File: config.mk
export PLATFORM = sky130hd
export DESIGN_NAME = pin_event_irq
export DESIGN_NICKNAME = d
export VERILOG_FILES = /design/src/rtl/pin_evt_pkg.sv /design/src/rtl/pin_cfg_bank.sv /design/src/rtl/pin_glitch_filter.sv /design/src/rtl/pin_edge_flag.sv /design/src/rtl/pin_event_irq.sv
export SDC_FILE = /design/constraint.sdc
export NUM_CORES = 1
export LEC_CHECK = 0
export ABC_AREA = 1
export BUFFER_PORTS_ARGS = -buffer_cell sky130_fd_sc_hd__buf_2
export CAP_MARGIN = 40
export CORE_MARGIN = 5
export CORE_UTILIZATION = 58
export DETAILED_ROUTE_END_ITERATION = 6
export PLACE_DENSITY = 0.76
export SETUP_SLACK_MARGIN = 0.02
export SLEW_MARGIN = 10
export SYNTH_ARGS = -nofsm -noshare
export SYNTH_HDL_FRONTEND = slang
export SYNTH_HIERARCHICAL = 1
export SYNTH_SLANG_ARGS = --single-unit
File: constraint.sdc
create_clock -name clk -period 3 [get_ports clk]
set_input_delay 0.6 -clock clk [delete_from_list [all_inputs] [get_ports clk]]
set_output_delay 0.6 -clock clk [all_outputs]
set_load 0.1 [all_outputs]
File: src/rtl/pin_evt_pkg.sv
package pin_evt_pkg;

  typedef enum logic [1:0] {
    TRIG_ANY  = 2'd0,
    TRIG_RISE = 2'd1,
    TRIG_FALL = 2'd2
  } trig_mode_e;

  function automatic logic trig_code_ok(input logic [1:0] code);
    return (code == 2'd0) || (code == 2'd1) || (code == 2'd2);
  endfunction

endpackage

File: src/rtl/pin_cfg_bank.sv
module pin_cfg_bank
  import pin_evt_pkg::*;
#(
  parameter int NPINS = 8,
  parameter int IDX_W = 3
) (
  input  logic                   clk,
  input  logic                   rst_n,
  input  logic                   we_i,
  input  logic [IDX_W-1:0]       pin_i,
  input  logic                   filt_i,
  input  logic                   irq_i,
  input  logic [1:0]             mode_i,
  output logic [NPINS-1:0]       filt_en_o,
  output logic [NPINS-1:0]       irq_en_o,
  output trig_mode_e [NPINS-1:0] mode_o,
  output logic                   err_o
);

  logic                   accept;
  logic                   err_d;
  logic [NPINS-1:0]       sel;
  logic [NPINS-1:0]       filt_en_q;
  logic [NPINS-1:0]       irq_en_q;
  trig_mode_e [NPINS-1:0] mode_q;
  logic                   err_q;

  always_comb begin
    accept = we_i && trig_code_ok(mode_i) && (int'(pin_i) < NPINS);
    err_d  = we_i && !accept;
  end

  genvar g;
  generate
    for (g = 0; g < NPINS; g++) begin : g_slot
      assign sel[g] = accept && (int'(pin_i) == g);

      always_ff @(posedge clk or negedge rst_n) begin
        if (!rst_n) begin
          filt_en_q[g] <= 1'b0;
          irq_en_q[g]  <= 1'b0;
          mode_q[g]    <= TRIG_ANY;
        end else if (sel[g]) begin
          filt_en_q[g] <= filt_i;
          irq_en_q[g]  <= irq_i;
          mode_q[g]    <= trig_mode_e'(mode_i);
        end
      end
    end
  endgenerate

  always_ff @(posedge clk or negedge rst_n) begin
    if (!rst_n) err_q <= 1'b0;
    else        err_q <= err_d;
  end

  assign filt_en_o = filt_en_q;
  assign irq_en_o  = irq_en_q;
  assign mode_o    = mode_q;
  assign err_o     = err_q;


  bad_mode_keeps_cfg_chk: assert property (@(posedge clk) disable iff (!rst_n)
    (we_i && (mode_i == 2'd3)) |=> ($stable(filt_en_q) && $stable(irq_en_q) && $stable(mode_q)));

endmodule

File: src/rtl/pin_glitch_filter.sv
module pin_glitch_filter (
  input  logic clk,
  input  logic rst_n,
  input  logic raw_i,
  input  logic filt_en_i,
  output logic level_o
);

  logic s1_q, s2_q, prev_q, filt_q;
  logic filt_d;

  always_comb begin
    filt_d = (s2_q == prev_q) ? s2_q : filt_q;
  end

  always_ff @(posedge clk or negedge rst_n) begin
    if (!rst_n) begin
      s1_q   <= 1'b0;
      s2_q   <= 1'b0;
      prev_q <= 1'b0;
      filt_q <= 1'b0;
    end else begin
      s1_q   <= raw_i;
      s2_q   <= s1_q;
      prev_q <= s2_q;
      filt_q <= filt_d;
    end
  end

  assign level_o = filt_en_i ? filt_q : s2_q;


  filt_needs_two_samples_chk: assert property (@(posedge clk) disable iff (!rst_n)
    (filt_q != $past(filt_q)) |-> (($past(s2_q, 1) == $past(s2_q, 2)) && (filt_q == $past(s2_q))));

endmodule

File: src/rtl/pin_edge_flag.sv
module pin_edge_flag
  import pin_evt_pkg::*;
(
  input  logic       clk,
  input  logic       rst_n,
  input  logic       level_i,
  input  logic       irq_en_i,
  input  trig_mode_e mode_i,
  input  logic       clr_i,
  output logic       flag_o
);

  logic lvl_q, flag_q;
  logic evt, set, flag_en, flag_d;

  always_comb begin
    unique case (mode_i)
      TRIG_ANY:  evt = level_i ^ lvl_q;
      TRIG_RISE: evt = level_i & ~lvl_q;
      TRIG_FALL: evt = ~level_i & lvl_q;
      default:   evt = 1'b0;
    endcase
    set     = irq_en_i & evt;
    flag_en = set | clr_i;
    flag_d  = set | (flag_q & ~clr_i);
  end

  always_ff @(posedge clk or negedge rst_n) begin
    if (!rst_n) begin
      lvl_q  <= 1'b0;
      flag_q <= 1'b0;
    end else begin
      lvl_q <= level_i;
      if (flag_en) flag_q <= flag_d;
    end
  end

  assign flag_o = flag_q;


  flag_needs_enable_chk: assert property (@(posedge clk) disable iff (!rst_n)
    $rose(flag_q) |-> $past(irq_en_i));


  flag_falls_on_clear_chk: assert property (@(posedge clk) disable iff (!rst_n)
    $fell(flag_q) |-> $past(clr_i));

endmodule

File: src/rtl/pin_event_irq.sv
module pin_event_irq
  import pin_evt_pkg::*;
#(
  parameter int NPINS = 8,
  localparam int IDX_W = (NPINS > 1) ? $clog2(NPINS) : 1
) (
  input  logic             clk,
  input  logic             rst_n,
  input  logic [NPINS-1:0] pin_i,
  input  logic             cfg_we_i,
  input  logic [IDX_W-1:0] cfg_pin_i,
  input  logic             cfg_filt_i,
  input  logic             cfg_irq_i,
  input  logic [1:0]       cfg_mode_i,
  output logic             cfg_err_o,
  input  logic             clr_we_i,
  input  logic [IDX_W-1:0] clr_pin_i,
  output logic [NPINS-1:0] flags_o,
  output logic [NPINS-1:0] level_o,
  output logic             irq_o
);

  logic                   rst_meta_q, rst_sync_q;
  logic [NPINS-1:0]       filt_en, irq_en, clr_vec, lvl, flags;
  trig_mode_e [NPINS-1:0] mode;

  always_ff @(posedge clk or negedge rst_n) begin
    if (!rst_n) begin
      rst_meta_q <= 1'b0;
      rst_sync_q <= 1'b0;
    end else begin
      rst_meta_q <= 1'b1;
      rst_sync_q <= rst_meta_q;
    end
  end

  pin_cfg_bank #(.NPINS(NPINS), .IDX_W(IDX_W)) u_cfg (
    .clk      (clk),
    .rst_n    (rst_sync_q),
    .we_i     (cfg_we_i),
    .pin_i    (cfg_pin_i),
    .filt_i   (cfg_filt_i),
    .irq_i    (cfg_irq_i),
    .mode_i   (cfg_mode_i),
    .filt_en_o(filt_en),
    .irq_en_o (irq_en),
    .mode_o   (mode),
    .err_o    (cfg_err_o)
  );

  genvar g;
  generate
    for (g = 0; g < NPINS; g++) begin : g_pin
      assign clr_vec[g] = clr_we_i && (int'(clr_pin_i) == g);

      pin_glitch_filter u_filt (
        .clk      (clk),
        .rst_n    (rst_sync_q),
        .raw_i    (pin_i[g]),
        .filt_en_i(filt_en[g]),
        .level_o  (lvl[g])
      );

      pin_edge_flag u_flag (
        .clk     (clk),
        .rst_n   (rst_sync_q),
        .level_i (lvl[g]),
        .irq_en_i(irq_en[g]),
        .mode_i  (mode[g]),
        .clr_i   (clr_vec[g]),
        .flag_o  (flags[g])
      );
    end
  endgenerate

  assign flags_o = flags;
  assign level_o = lvl;
  assign irq_o   = |(flags & irq_en);


  irq_has_source_chk: assert property (@(posedge clk) disable iff (!rst_sync_q)
    irq_o |-> (flags_o != '0));

endmodule

; Word-level counts from Yosys, hierarchy flattened
; Cells that the tools add are included.
[totals]
latch_bits = 0
mem_bits_ro = 0
mem_bits_rw = 0
input_bits = 22
word_cells = 245
ff_bits = 83
memories = 0
[op_classes]
shift = 0
n_mul = 0
n_reduce_logical = 33
eq_ne = 40
n_mux = 16
n_lt_le_gt_ge = 0
n_bitwise = 81
addsub = 0
div = 0
[op_table]
columns = cell, count
row1 = $and 1x1->1, 32
row2 = $eq 3x3->1 const B, 8
row3 = $not 1->1, 24
row4 = $pmux 1 s3, 8
row5 = $eq 2x1->1 const B, 9
row6 = $eq 2x2->1 const B, 9
row7 = $logic_and 1x1->1, 18
row8 = $logic_not 2->1, 9
row9 = $or 1x1->1, 16
row10 = $eq 3x2->1 const B, 4
row11 = $and 8x8->8, 1
row12 = $eq 1x1->1, 8
row13 = $mux 1, 8
row14 = $reduce_or 8->1, 1
row15 = $xor 1x1->1, 8
row16 = $eq 3x1->1 const B, 2
row17 = $logic_not 3->1, 2
row18 = $logic_or 1x1->1, 2
row19 = $logic_not 1->1, 1

; Logic depth before layout (Yosys ltp)
[depth]
word_depth = 6
ltp_mapped = 8
depth_no_buf = 8

; Cells and area by module
; The synthesis kept the hierarchy.
[modules_own_cells]
columns = module, cells_per_inst, n_inst, area_each_um2, seq_area_each_um2
row1 = pin_cfg_bank, 166, 1, 1529.0, 825.8
row2 = pin_edge_flag, 17, 8, 130.1, 50.0
row3 = pin_glitch_filter, 10, 8, 125.1, 100.1
row4 = pin_event_irq, 35, 1, 173.9, 50.0

; Worst setup path before layout
; No wires, ideal clock.
[synth_timing]
path_kind = reg2reg
startpoint = reg u_cfg.filt_en_q[1], in the netlist u_cfg/filt_en_o[1]
endpoint = reg g_pin[1].u_flag.flag_q
required_time_ps = 2880
setup_time_ps = 120
stages_incl_launch_ff = 7
slack_ps = -459
arrival_ps = 3339
path_cell_list = dfrtp_1 > o21ai_0 > inv_1 > ha_1 > nand3b_1 > nand3_1 > nand2_1
[synth_via]
elab_chain_cells = 6
[synth_rtl]
columns = item, line_no
row1 = start: declaration, pin_cfg_bank.sv:23  ; logic [NPINS-1:0] filt_en_q;
row2 = start signal: indexed assignment, pin_cfg_bank.sv:44  ; filt_en_q[g] <= filt_i;
row3 = $mux 1 *, pin_glitch_filter.sv:30  ; assign level_o = filt_en_i ? filt_q : s2_q;
row4 = via level_o[1], pin_event_irq.sv:19  ; output logic [NPINS-1:0] level_o,
row5 = $not 1->1, pin_edge_flag.sv:20  ; TRIG_FALL: evt = ~level_i & lvl_q;
row6 = $and 1x1->1, pin_edge_flag.sv:20
row7 = $pmux 1 s3 *, pin_edge_flag.sv:17  ; unique case (mode_i)
row8 = $and 1x1->1 *, pin_edge_flag.sv:23  ; set = irq_en_i & evt;
row9 = $or 1x1->1 (on tied branches), "pin_edge_flag.sv:25, pin_edge_flag.sv:24"
row10 = end signal: assignment, pin_edge_flag.sv:34  ; if (flag_en) flag_q <= flag_d;
row11 = end: declaration, pin_edge_flag.sv:13  ; logic lvl_q, flag_q;
; Mark *: on every way through the listed nets, which the timed path passes. The rest lies on a longest branch.
; A chain may end at the register's enable or synchronous reset.

; Final worst setup path
[layout_timing]
startpoint = reg u_cfg.filt_en_q[2], in the netlist u_cfg/filt_en_o[2]
endpoint = out level_o[2]
[layout_via]
elab_chain_cells = 1
[layout_rtl]
columns = item, line_no
row1 = $mux 1, pin_glitch_filter.sv:30
row2 = end: declaration, pin_event_irq.sv:19
; No other way between the ends.

==> flow_summary_export.csv <==
group,metric,value,unit
cts,clkTransAtPathRegs,0.08,ns
placed_design,dpl.hpwl,4900,microns
setup_path,cp-end-kind,"primary output",
yosys,ys_seq_area_share,55.46,%
sta,finalClockSkew,0.008003,ns
worst_hold_path,min_path_type,"in -> async",
finish,area_growth,10.93,%
cts,cts_setup_buffers,0,
yosys,syn_nets,455,
global_route,grt_usage,17.79,%
placed_design,gp_routability_congestion,0.7891,
route,wirelength,6810,microns
sta,finalSetupTns,0,ns
floorplanning,dieWidth,90.36,microns
route,drc_errors,0,
floorplanning,die_y,90.36,microns
power_and_ir_drop,leakagePower,0.002175,uW
cts,clock-sinks,83,
cts,tritoncts,"built",
route,vias,2697,
yosys,syn_area,3745,sq um
power_and_ir_drop,power_density,809.1,nW/um^2
setup_path,ff2ff_path_depth,6,
route,firstDrtPassIters,4,
placed_design,placed_cells,525,
sta,finalHoldViolations,0,
run_status,status,"completed",
cts,h-tree-depth,3,
cts,clk_latency,0.34,ns
global_route,grt_antenna_before_repair,0,
finish,fin_nets,497,
finish,drive_gt1_share,15.98,%
setup_path,regToRegSetupSlack,1.63,ns
floorplanning,dieArea,8164,sq um
cts,cts_hold_buf,0,
route,viasPerCell,4.994,
global_route,grt_pass1_wl,11810,microns
yosys,synth_ff_type,"dfrtp_1",
setup_path,critPathLaunchType,"register",
yosys,synth.avg_cell_area,8.980,sq um
setup_path,arrival,1.50,ns
cts,cts_root_buf,"clkbuf_8",
flow_run,drv_cap,0,
finish,stdcell_count,540,
finish,antenna_cells,0,
yosys,yosysWarnings,6,
floorplanning,rows,29,
yosys,synth_largest_area_cell,"dfrtp_1",
route,drt_iter0_drc,168,
setup_path,critPathMaxFanout,4,
cts,cts_buffers,9,
sta,grt_setup_unrepaired,"no",
setup_path,worst-setup-path-type,"reg -> out",
setup_path,required,2.40,ns
global_route,grt_pass1_vias,2662,
placed_design,io_buffers,39,
yosys,synth_cells,417,
yosys,synth_cell_type_count,20,
floorplanning,initial_core_util,59.31,%
power_and_ir_drop,irDropWorstVdd,646.3,uV
route,wl_per_cell,12.61,microns
floorplanning,ios,40,
sta,hold_slack,0.02833,ns
sta,period_share,70.02,%
sta,post-route-min-period,2.101,ns
global_route,grt_overflow,0,
sta,fmax,0.4760,GHz
cts,clockBufferDepth,2,
global_route,grt_max_degree,61,
yosys,async_reset_ff_share,100.0,%
yosys,synth_edf_count,0,
yosys,synth-seq-cells,83,
sta,setup_viol,0,
route,ant_nets,0,
sta,slew_violations,0,
cts,cts_resized,0,
yosys,synthTopCellsByArea,"dfrtp_1 (55%), nand2_1 (13%), inv_1 (5.8%)",
yosys,yosysTopAreaCellShare,55.46,%
floorplanning,fp.coreArea,6314,sq um
[per-stage QoR]
step	setup WS, ns	util [%]	area [sq um]	power [uW]
final	0.8993	65.79	4154	3361
after CTS	0.8799	65.79	4154	3389
after global routing	0.7815	65.79	4154	3560
after detailed placement	1.268	62.90	3971	2636
after global placement	1.309	62.47	3944	2601
after floorplan	0.4130	-	3745	2419
[area by class of cell]
class | count | area, sq um
fill | 532 | 2160
sequential | 83 | 2081
multi-input combinational | 258 | 1313
inverter | 67 | 259.0
timing repair buffer | 40 | 222.7
clock buffer | 10 | 127.6
tap | 77 | 96.34
clock inverter | 5 | 55.05
[registers in the layout, summed over array words and instances (netlist names)]
register / cells
g_pin.u_filt/s1_q: 8
g_pin.u_filt/s2_q: 8
u_cfg/irq_en_o: 8
u_cfg/err_o: 1
g_pin.u_flag/flag_o: 8
u_cfg/mode_o: 16
rst_meta_q: 1
u_cfg/filt_en_o: 8
g_pin.u_flag/lvl_q: 8
rst_sync_q: 1
g_pin.u_filt/filt_q: 8
g_pin.u_filt/prev_q: 8
[kinds of logic after synthesis]
family	after synthesis	synth area share [%]
AND/OR/NAND/NOR	197	23.72
AO/OA/AOI/OAI	44	5.881
buffers and inverters	76	9.489
adder cells (fa/ha/maj)	16	5.346
flip-flops	83	55.46
other	1	0.1001
[path summary, 6_finish.rpt]
| path | end | from |
|---|---|---|
| hold reg to reg | g_pin[3].u_flag/lvl_q$_DFF_PN0_ | rst_sync_q$_DFF_PN0_ |
| setup reg to reg | g_pin[3].u_flag/flag_o$_DFFE_PN0P_ | u_cfg/filt_en_o[3]$_DFFE_PN0P_ |
| min in group clk | g_pin[4].u_filt/s2_q$_DFF_PN0_ | g_pin[4].u_filt/s1_q$_DFF_PN0_ |
| hold / removal | rst_sync_q$_DFF_PN0_ | rst_n |
| max in group asynchronous | u_cfg/filt_en_o[0]$_DFFE_PN0P_ | rst_sync_q$_DFF_PN0_ |
| setup / recovery | level_o[2] | u_cfg/filt_en_o[2]$_DFFE_PN0P_ |
[cell usage in the layout, fill, tap and decap left out, types with 3 or more instances in the layout]
cell type | Yosys | layout
nor2_1 | 20 | 20
buf_2 | 2 | 39
nor2_4 | 3 | 3
nand3b_1 | 8 | 8
nand2_1 | 127 | 127
nand3_2 | 3 | 3
ha_1 | 16 | 16
inv_2 | 8 | 8
clkbuf_8 | 0 | 9
a21oi_1 | 16 | 16
inv_1 | 58 | 58
nand3_1 | 32 | 32
o21ai_1 | 20 | 28
dfrtp_1 | 83 | 82
[per-layer routing]
metal | vias to the layer above | track usage, % | wire length, microns
li1 | 1369 | - | -
met1 | 1252 | 23.90 | 3190
met2 | 67 | 28.11 | 3151
met3 | 9 | 3.333 | 379
met4 | 0 | 7.940 | 88
met5 | - | 0 | 0
[cells in the mapped netlist (5+ instances only)]
library cell	number
dfrtp_1	83
nand3_1	32
a21oi_1	16
ha_1	16
nand2_1	127
o21ai_1	20
nor2_1	20
o21ai_0	8
nand3b_1	8
inv_2	8
buf_6	5
inv_1	58
[power breakdown]
part           internal [uW]  total, uW  switching (uW)
clock                    377        756             379
sequential              1310       1450             145
combinational            242       1150             908
total                   1930       3360            1430
[critical path, cell delays in order (launching register included)]
cell	delay [ns]
dfrtp_1	0.40
o21ai_1	0.27
buf_2	0.49
Power figures use the tool's default switching activity.
